### config.mk
export PLATFORM = sky130hd
export DESIGN_NAME = flash_encoder
export DESIGN_NICKNAME = d
export VERILOG_FILES = /design/src/rtl/flash_encoder.sv
export SDC_FILE = /design/constraint.sdc
export NUM_CORES = 1
export LEC_CHECK = 0
export ABC_AREA = 1
export BUFFER_PORTS_ARGS = -buffer_cell sky130_fd_sc_hd__clkbuf_2
export CORE_MARGIN = 3
export CORE_UTILIZATION = 50
export CTS_BUF_LIST = sky130_fd_sc_hd__clkbuf_8
export DETAILED_ROUTE_END_ITERATION = 16
export PLACE_DENSITY = 0.82
export REMOVE_ABC_BUFFERS = 1
export SLEW_MARGIN = 0
export SYNTH_ARGS = -nofsm -noshare
export SYNTH_HDL_FRONTEND = slang
export SYNTH_SLANG_ARGS = --single-unit
### constraint.sdc
create_clock -name conv_i -period 9.3 [get_ports conv_i]
set_input_delay 0 -clock conv_i [delete_from_list [all_inputs] [get_ports conv_i]]
set_output_delay 0 -clock conv_i [all_outputs]
set_load 0.005 [all_outputs]
### src/rtl/flash_encoder.sv
module flash_encoder #(
  parameter int BITS = 7
) (
  input  logic                   conv_i,
  input  logic                   rst_n,
  input  logic [(2**BITS)-2:0]   therm_i,
  input  logic                   msb_inv_n,
  input  logic                   lsb_inv_n,
  output logic [BITS-1:0]        data_o
);
  localparam int LINES = (2**BITS) - 1;

  logic [LINES-1:0] sample;
  logic [BITS-1:0]  ones;

  always_ff @(posedge conv_i or negedge rst_n)
    if (!rst_n) sample <= '0;
    else        sample <= therm_i;

  always_comb begin
    ones = '0;
    for (int i = 0; i < LINES; i++)
      ones = ones + BITS'(sample[i]);
  end

  assign data_o = {ones[BITS-1] ^ ~msb_inv_n,
                   ones[BITS-2:0] ^ {(BITS-1){~lsb_inv_n}}};

  p_ctrl_static_r12: assert property (@(posedge conv_i) disable iff (!rst_n)
    $past(rst_n) |-> ($stable(msb_inv_n) && $stable(lsb_inv_n)));

  p_reset_code_r1: assert property (@(posedge conv_i) disable iff (!rst_n)
    !$past(rst_n) |-> data_o == {~msb_inv_n, {(BITS-1){~lsb_inv_n}}});

  p_full_scale_r5: assert property (@(posedge conv_i) disable iff (!rst_n)
    ($past(rst_n) && $past(&therm_i) && msb_inv_n && lsb_inv_n) |-> data_o == '1);

  p_zero_scale_r5: assert property (@(posedge conv_i) disable iff (!rst_n)
    ($past(rst_n) && $past(therm_i == '0) && msb_inv_n && lsb_inv_n) |-> data_o == '0);

  p_offset_mid_r8: assert property (@(posedge conv_i) disable iff (!rst_n)
    ($past(rst_n) && $past(therm_i == {{(LINES/2){1'b0}}, {(LINES/2+1){1'b1}}})
     && !msb_inv_n && lsb_inv_n) |-> data_o == '0);
endmodule

* Word-level counts from Yosys, hierarchy flattened
Index checks and enable logic that the tools add are counted.
Word-level totals: register bits after elaboration 127, input bits 131, output and inout bits 7, word-level logic and storage cells 131
Cells by class: add/subtract/negate cells 126, bitwise logic cells 4
Operators with widths (count):
- $add A7 B1 Y7 | 120
- $add A6 B1 Y7 | 1
- $add A5 B1 Y6 | 1
- $xor A6 B6 Y6 | 1
- $add A4 B1 Y5 | 1
- $add A3 B1 Y4 | 1
- $add A2 B1 Y3 | 1
- $add A1 B1 Y2 | 1
- $not A1 Y1 | 2
- $xor A1 B1 Y1 | 1

* Longest topological paths before layout
Gate-level depths: netlist of run 1.
depth in word-level cells 127, gate-level depth with buffers 28, gate-level depth less buffers 28

* Worst setup path after synthesis of run 1
No wires, ideal clock.
path kind reg2out, start point register sample[53], end point output port data_o[4], cell stages (with the launch flop) 24, required time 9300 ps, arrival 6597 ps, path slack 2703 ps, path buffers 0, cells stage by stage dfrtp_1 fa_1 inv_1 fa_1 inv_1 fa_1 inv_1 fa_1 inv_1 fa_1 inv_1 fa_1 fa_1 fa_1 fa_1 fa_1 fa_1 fa_1 inv_1 nand2_1 nand2_1 nand2_1 xor2_1 inv_1
On the way: word-level cells in the longest chain between the ends 75
RTL lines:
- start, declared | RTL line 13 | logic [LINES-1:0] sample;
- start signal, assigned | RTL line 18 | else sample <= therm_i;
- $add A7 B1 Y7 (74 in series) | RTL line 23 | ones = ones + BITS'(sample[i]);
- $xor A6 B6 Y6 | RTL line 27 | ones[BITS-2:0] ^ {(BITS-1){~lsb_inv_n}}};
- end, declared | RTL line 9 | output logic [BITS-1:0] data_o
Every way passes these cells.

* Worst setup path in the final report of run 1
start point register sample[53], end point output port data_o[6]
On the way: word-level cells in the longest chain between the ends 75
RTL lines:
- $add A7 B1 Y7 (74 in series) | RTL line 23
- $xor A1 B1 Y1 | RTL line 26 | assign data_o = {ones[BITS-1] ^ ~msb_inv_n,
Every way passes these cells.

==> results of run 1 <==
[final timing paths]
| kind | startpoint | to | slack [ps] | cells after the start |
|---|---|---|---|---|
| worst max-delay path | sample[53]$_DFF_PN0_ | data_o[6] | 1820 | 26 |
| worst min-delay path | rst_n | sample[112]$_DFF_PN0_ | 70 | 2 |
| max in group asynchronous | rst_n | sample[97]$_DFF_PN0_ | 7760 | 3 |
| min in group conv_i | therm_i[108] | sample[108]$_DFF_PN0_ | 190 | 2 |
[metal layers]
metal  up-vias  GRT usage, %
met2       129          43.8
li1       1952             -
met4         0          10.5
met1      2199          24.4
met5         -             0
met3        37          4.56
[placed cells by master (no fill, tap or decap), types with 4 or more instances in the layout]
cell	n
sky130_fd_sc_hd__inv_1	201
sky130_fd_sc_hd__clkbuf_2	136
sky130_fd_sc_hd__dlygate4sd3_1	128
sky130_fd_sc_hd__dfrtp_1	127
sky130_fd_sc_hd__fa_1	114
sky130_fd_sc_hd__ha_1	24
sky130_fd_sc_hd__nand2_1	23
sky130_fd_sc_hd__clkbuf_8	20
sky130_fd_sc_hd__nand3_1	6
sky130_fd_sc_hd__xnor2_1	5
sky130_fd_sc_hd__xor2_1	4
sky130_fd_sc_hd__clkinvlp_4	4
[stage by stage]
stage | instances | cell area (um2)
finish | 981 | 9350
global route | 981 | 9350
CTS | 980 | 9350
detailed placement | 820 | 7660
global placement | 820 | 7660
floorplan | 510 | 6750
[kinds of logic after synthesis]
group           after synthesis
compound gates                2
xor+xnor                      9
fa+ha+maj                   138
buf+inv                     201
flops                       127
simple gates                 34
[cell type report]
| type | count | share of cell area [%] |
|---|---|---|
| Clock inverter | 12 | 1.43 |
| Multi-Input combinational cell | 183 | 30.2 |
| Inverter | 200 | 8.03 |
| Timing Repair Buffer | 266 | 21.1 |
| Antenna cell | 1 | 0.0268 |
| Tap cell | 172 | 2.30 |
| Clock buffer | 20 | 2.94 |
| Sequential cell | 127 | 34.0 |
==> results by group, run 1 <==
Logic synthesis
  • Post-synthesis adder-cell area fraction: 38.2%
  • Cell accounting for the most synthesized area: sky130_fd_sc_hd__dfrtp_1
  • Async set-reset flop share out of synthesis: 100%
  • Synth cell count leaders: sky130_fd_sc_hd__inv_1, sky130_fd_sc_hd__dfrtp_1, sky130_fd_sc_hd__fa_1
  • Cell with the most instances after synthesis: sky130_fd_sc_hd__inv_1
  • Synth top area share: 47.0%
  • Leading cell types by total area after synthesis: sky130_fd_sc_hd__dfrtp_1, sky130_fd_sc_hd__fa_1, sky130_fd_sc_hd__inv_1
  • Complex-gate fraction of the synthesized area: 0.148%
  • Area share of xor/xnor cells in the synthesized design: 1.17%
  • Proportion of synthesized chip area in sequential cells: 47.0%
  • Synth Instances: 511
  • Post-synthesis share of cell area spent on and, or, nand and nor gates: 2.20%
  • Avg Cell Area, Syn: 13.2 um2
  • Count of flip-flops with a built-in enable after synthesis: 0
  • Main combinational cell family by area after synthesis: adder cells
  • Cell variety after synth: 14
  • Primary flip-flop cell chosen by synthesis mapping: sky130_fd_sc_hd__dfrtp_1
  • YS warnings: 0
  • Portion of netlist area occupied by mux cells: 0%
  • Area of the mapped netlist: 6760 um2
  • Number of synthesized register bits: 127

STA
  • Fin crit period: 7480 ps
  • Relative slew margins: 26.8%
  • Final setup violation count: 0
  • Setup TNS after final layout: 0 ps
  • Setup ws final: 1820 ps
  • Highest clock frequency the design can meet: 134 MHz
  • Final slew viol count: 0
  • Actual transition at the worst max-transition pin: 1100 ps
  • Tightest hold margin: 73.2 ps
  • Period utilization: 80.4%
  • Setup repair after global routing missed its margin: no
  • Number of endpoints with negative hold slack in the final report: 0

Clocking
  • CTS Root Cell: sky130_fd_sc_hd__clkbuf_8
  • CTS Buf Count: 17
  • Hold Buf Count CTS: 128
  • H-tree depth: 4
  • Maximum number of buffers from clock root to sink: 2
  • Post-CTS sizing: 0
  • Number of setup buffers added after CTS: 0
  • Clock tree sinks: 127
  • Reg clk slew, reported paths: 80 ps
  • Clock tree from TritonCTS: built

Global route
  • Wire length of the first global-routing pass: 25,200 um
  • Antenna violations before repair: 1
  • Largest net degree at the start of global routing: 88
  • Via count of the first global-routing pass: 5,294
  • GRT Residual Overflow: 0
  • Tot GR Track Use: 23.0%

Drt
  • Detail Route met3 WL: 556 um
  • Overall routed net length: 15,400 um
  • Post-detailed-route wirelength per cell: 15.7 um
  • Uppermost signal routing layer after detailed routing: met4
  • Remaining DRCs: 0
  • DRT antenna net count: 0
  • Detailed-router iteration count before antenna repair: 6
  • First DRT Iteration DRCs: 175
  • Via count: 4,317
  • Wire length on met1: 5370 um
  • Routed length on met2: 9040 um
  • Average vias per placed instance: 4.40

Setup path
  • Critical path's most frequent cell: sky130_fd_sc_hd__fa_1
  • Crit path max fanout: 2
  • Data arrival time of the worst path: 7480 ps
  • Slowest library cell on the worst path: sky130_fd_sc_hd__fa_1
  • Worst Path Class, Setup: register to output port
  • Crit start category: register
  • Bufs and invs on worst path: 8
  • Peak per-stage delay on the critical path: 570 ps
  • Delay-heaviest family, CP: adder cells
  • Critical Path Sink Type: output port
  • Required time worst endpoint: 9300 ps

Die
  • Full die area: 15,000 um2
  • Placement Rows: 41
  • Ports: 138
  • Initial cell density of the core: 52.3%
  • Die Ht: 122 um
  • Width of the die: 122 um
  • Placeable core region: 12,900 um2

Layout
  • Share of cells above drive strength 1: 21.0%
  • Fill cells: 828
  • Nets: 1,064
  • Multi-input gate area in the final layout: 2820 um2
  • Synthesis-to-layout area growth: 38.3%
  • Largest registers: sample: 127 flops
  • Largest register by flop count: sample
  • FF+latch area: 3180 um2
  • Number of flip-flops under the largest register name: 127
  • Util after Layout: 72.3%

Placed design
  • Detailed-placement wirelength estimate: 9480 um
  • Pre-CTS setup slack: 2270 ps
  • Final weighted congestion of routability-driven global placement: 0.753
  • Number of I/O port buffers: 137

Job
  • Total of max-cap violations: 0

Status
  • Status: complete, no violations

Min path
  • Worst min-delay path class: primary input to asynchronous set/reset pin
Power of run 1 is not shown: default switching activity piles up to over one toggle a cycle in this logic, so the estimate is an artifact.
==> run 2: changes to the inputs <==
Clock period 9.3 ns to 7.43 ns, I/O delays scaled along.
==> run 2 against run 1 <==
Net effect: global-route usage unchanged; largest cell class unchanged; critical path depth shrank 2; hold slack worse by 1.9 ps; cell area rose by 0.11%; worst setup slack worse by 1700 ps; highest routed layer unchanged; flip-flop and latch count stayed put; non-clock buffer count did not move; final cell count unchanged.
==> results by group, run 2 (same netlist as run 1, synthesis figures left out) <==
Setup path
  • Data arrival time of the worst path: 7340 ps
  • Launch point of the worst path: sample[11]$_DFF_PN0_
  • Critical Path Sink Type: output port
  • Crit path max fanout: 2
  • Required time worst endpoint: 7430 ps
  • Worst Path Class, Setup: register to output port
  • Crit start category: register

Drt
  • Overall routed net length: 15,500 um
  • First DRT Iteration DRCs: 163
  • Via count: 4,325
  • DRT antenna net count: 0
  • Post-detailed-route wirelength per cell: 15.8 um
  • Detailed-router iteration count before antenna repair: 4
  • Remaining DRCs: 0
  • Average vias per placed instance: 4.41

Job
  • Total of max-cap violations: 0

Clocking
  • H-tree depth: 4
  • CTS Buf Count: 17
  • Clock tree from TritonCTS: built
  • Reg clk slew, reported paths: 90 ps
  • CTS Root Cell: sky130_fd_sc_hd__clkbuf_8
  • Maximum number of buffers from clock root to sink: 2
  • Number of setup buffers added after CTS: 0
  • Clock tree sinks: 127

Layout
  • Number of flip-flops under the largest register name: 127
  • Leading cell types in the layout, fill and taps excluded: sky130_fd_sc_hd__inv_1, sky130_fd_sc_hd__clkbuf_2, sky130_fd_sc_hd__dlygate4sd3_1
  • Largest registers: sample: 127 flops
  • Nets: 1,064
  • Synthesis-to-layout area growth: 38.5%
  • Share of cells above drive strength 1: 22.0%
  • Commonest non-fill, non-tap cell in the layout: sky130_fd_sc_hd__inv_1
  • Largest register by flop count: sample

Global route
  • Most Crowded Layer GR: met2
  • Largest net degree at the start of global routing: 88
  • GRT Residual Overflow: 0
  • Wire length of the first global-routing pass: 25,200 um
  • GR Layer Usage met3: 4.61%
  • Antenna violations before repair: 1
  • Via count of the first global-routing pass: 5,304
  • Tot GR Track Use: 23.0%
  • Global routing usage on met1: 24.3%
  • Met2 demand-to-capacity share in global routing: 43.8%

STA
  • Actual transition at the worst max-transition pin: 1080 ps
  • Final setup violation count: 0
  • Number of endpoints with negative hold slack in the final report: 0
  • Fin crit period: 7340 ps
  • Relative slew margins: 27.7%
  • Highest clock frequency the design can meet: 136 MHz
  • Setup TNS after final layout: 0 ps
  • Period utilization: 98.8%
  • Setup repair after global routing missed its margin: yes
  • Final slew viol count: 0

Die
  • Ports: 138
  • Placeable core region: 12,900 um2
  • Width of the die: 122 um
  • Initial cell density of the core: 52.3%
  • Full die area: 15,000 um2
  • Die Ht: 122 um
  • Placement Rows: 41

Status
  • Status: complete, no violations

Placed design
  • Final weighted congestion of routability-driven global placement: 0.753
  • Detailed-placement wirelength estimate: 9480 um
  • Number of I/O port buffers: 137

Min path
  • Worst min-delay path class: primary input to asynchronous set/reset pin
-- run 2: repair_timing --
action	4_1_cts	5_1_grt
resized for setup	2	7
setup endpoints to repair	3	4
hold endpoints to repair	167	0
hold buffers	128	0
pin swaps	1	1
-- run 2: cell type report --
class / count / area (um2)
diodes: 1 / 2.50
clock buffers: 20 / 275
clock inverters: 12 / 134
fillers: 827 / 3560
inverters: 200 / 751
multi-input cells: 183 / 2830
flip-flops and latches: 127 / 3180
well taps: 172 / 215
repair buffers: 266 / 1980
-- run 2: worst max-delay path, cell delays in order, from the launching register on --
cell                       delay (ps)
sky130_fd_sc_hd__dfrtp_1          370
sky130_fd_sc_hd__inv_1             70
sky130_fd_sc_hd__fa_1             550
sky130_fd_sc_hd__inv_1             80
sky130_fd_sc_hd__fa_1             540
sky130_fd_sc_hd__inv_1             80
sky130_fd_sc_hd__fa_1             540
sky130_fd_sc_hd__fa_1             450
sky130_fd_sc_hd__fa_1             570
sky130_fd_sc_hd__fa_1             450
sky130_fd_sc_hd__fa_1             520
sky130_fd_sc_hd__fa_1             440
sky130_fd_sc_hd__fa_1             510
sky130_fd_sc_hd__fa_1             440
sky130_fd_sc_hd__fa_2             370
sky130_fd_sc_hd__fa_2             370
sky130_fd_sc_hd__inv_2             70
sky130_fd_sc_hd__nand2_2           40
sky130_fd_sc_hd__nand2_2           70
sky130_fd_sc_hd__nand3_2           70
sky130_fd_sc_hd__nand2_1           60
sky130_fd_sc_hd__nand2_1           40
sky130_fd_sc_hd__nand2_1           70
sky130_fd_sc_hd__inv_1             40
sky130_fd_sc_hd__clkbuf_2         100
-- run 2: how the worst max path moves through the flow --
stage                     end  depth (start not counted)  slack (ps)
CTS                 data_o[6]                         26          40
global placement    data_o[6]                         26         620
detailed placement  data_o[6]                         26         400
global route        data_o[6]                         26        -190
floorplan           data_o[4]                         23         830
finish              data_o[6]                         24          90
-- run 2: metal layers --
| layer | wire length, um | share of wire [%] |
|---|---|---|
| met1 | 5310 | 34 |
| met2 | 9070 | 59 |
| met3 | 629 | 4.1 |
| met4 | 468 | 3.0 |
| met5 | 0 | 0 |
-- run 2: through the flow --
step / utilization (%) / instances / instance area [um2] / hold WS [ps] / setup WS [ps]
final: 72.4 / 981 / 9360 / 71.2 / 88.5
after global routing: 72.4 / 981 / 9360 / 109 / -188
after CTS: 72.4 / 980 / 9360 / 61.2 / 41.1
after detailed placement: 59.3 / 820 / 7660 / -11.3 / 401
after global placement: 59.3 / 820 / 7660 / -22.2 / 621
after floorplan: - / 510 / 6750 / -296 / 833
Power of run 2 is left out for the same reason.
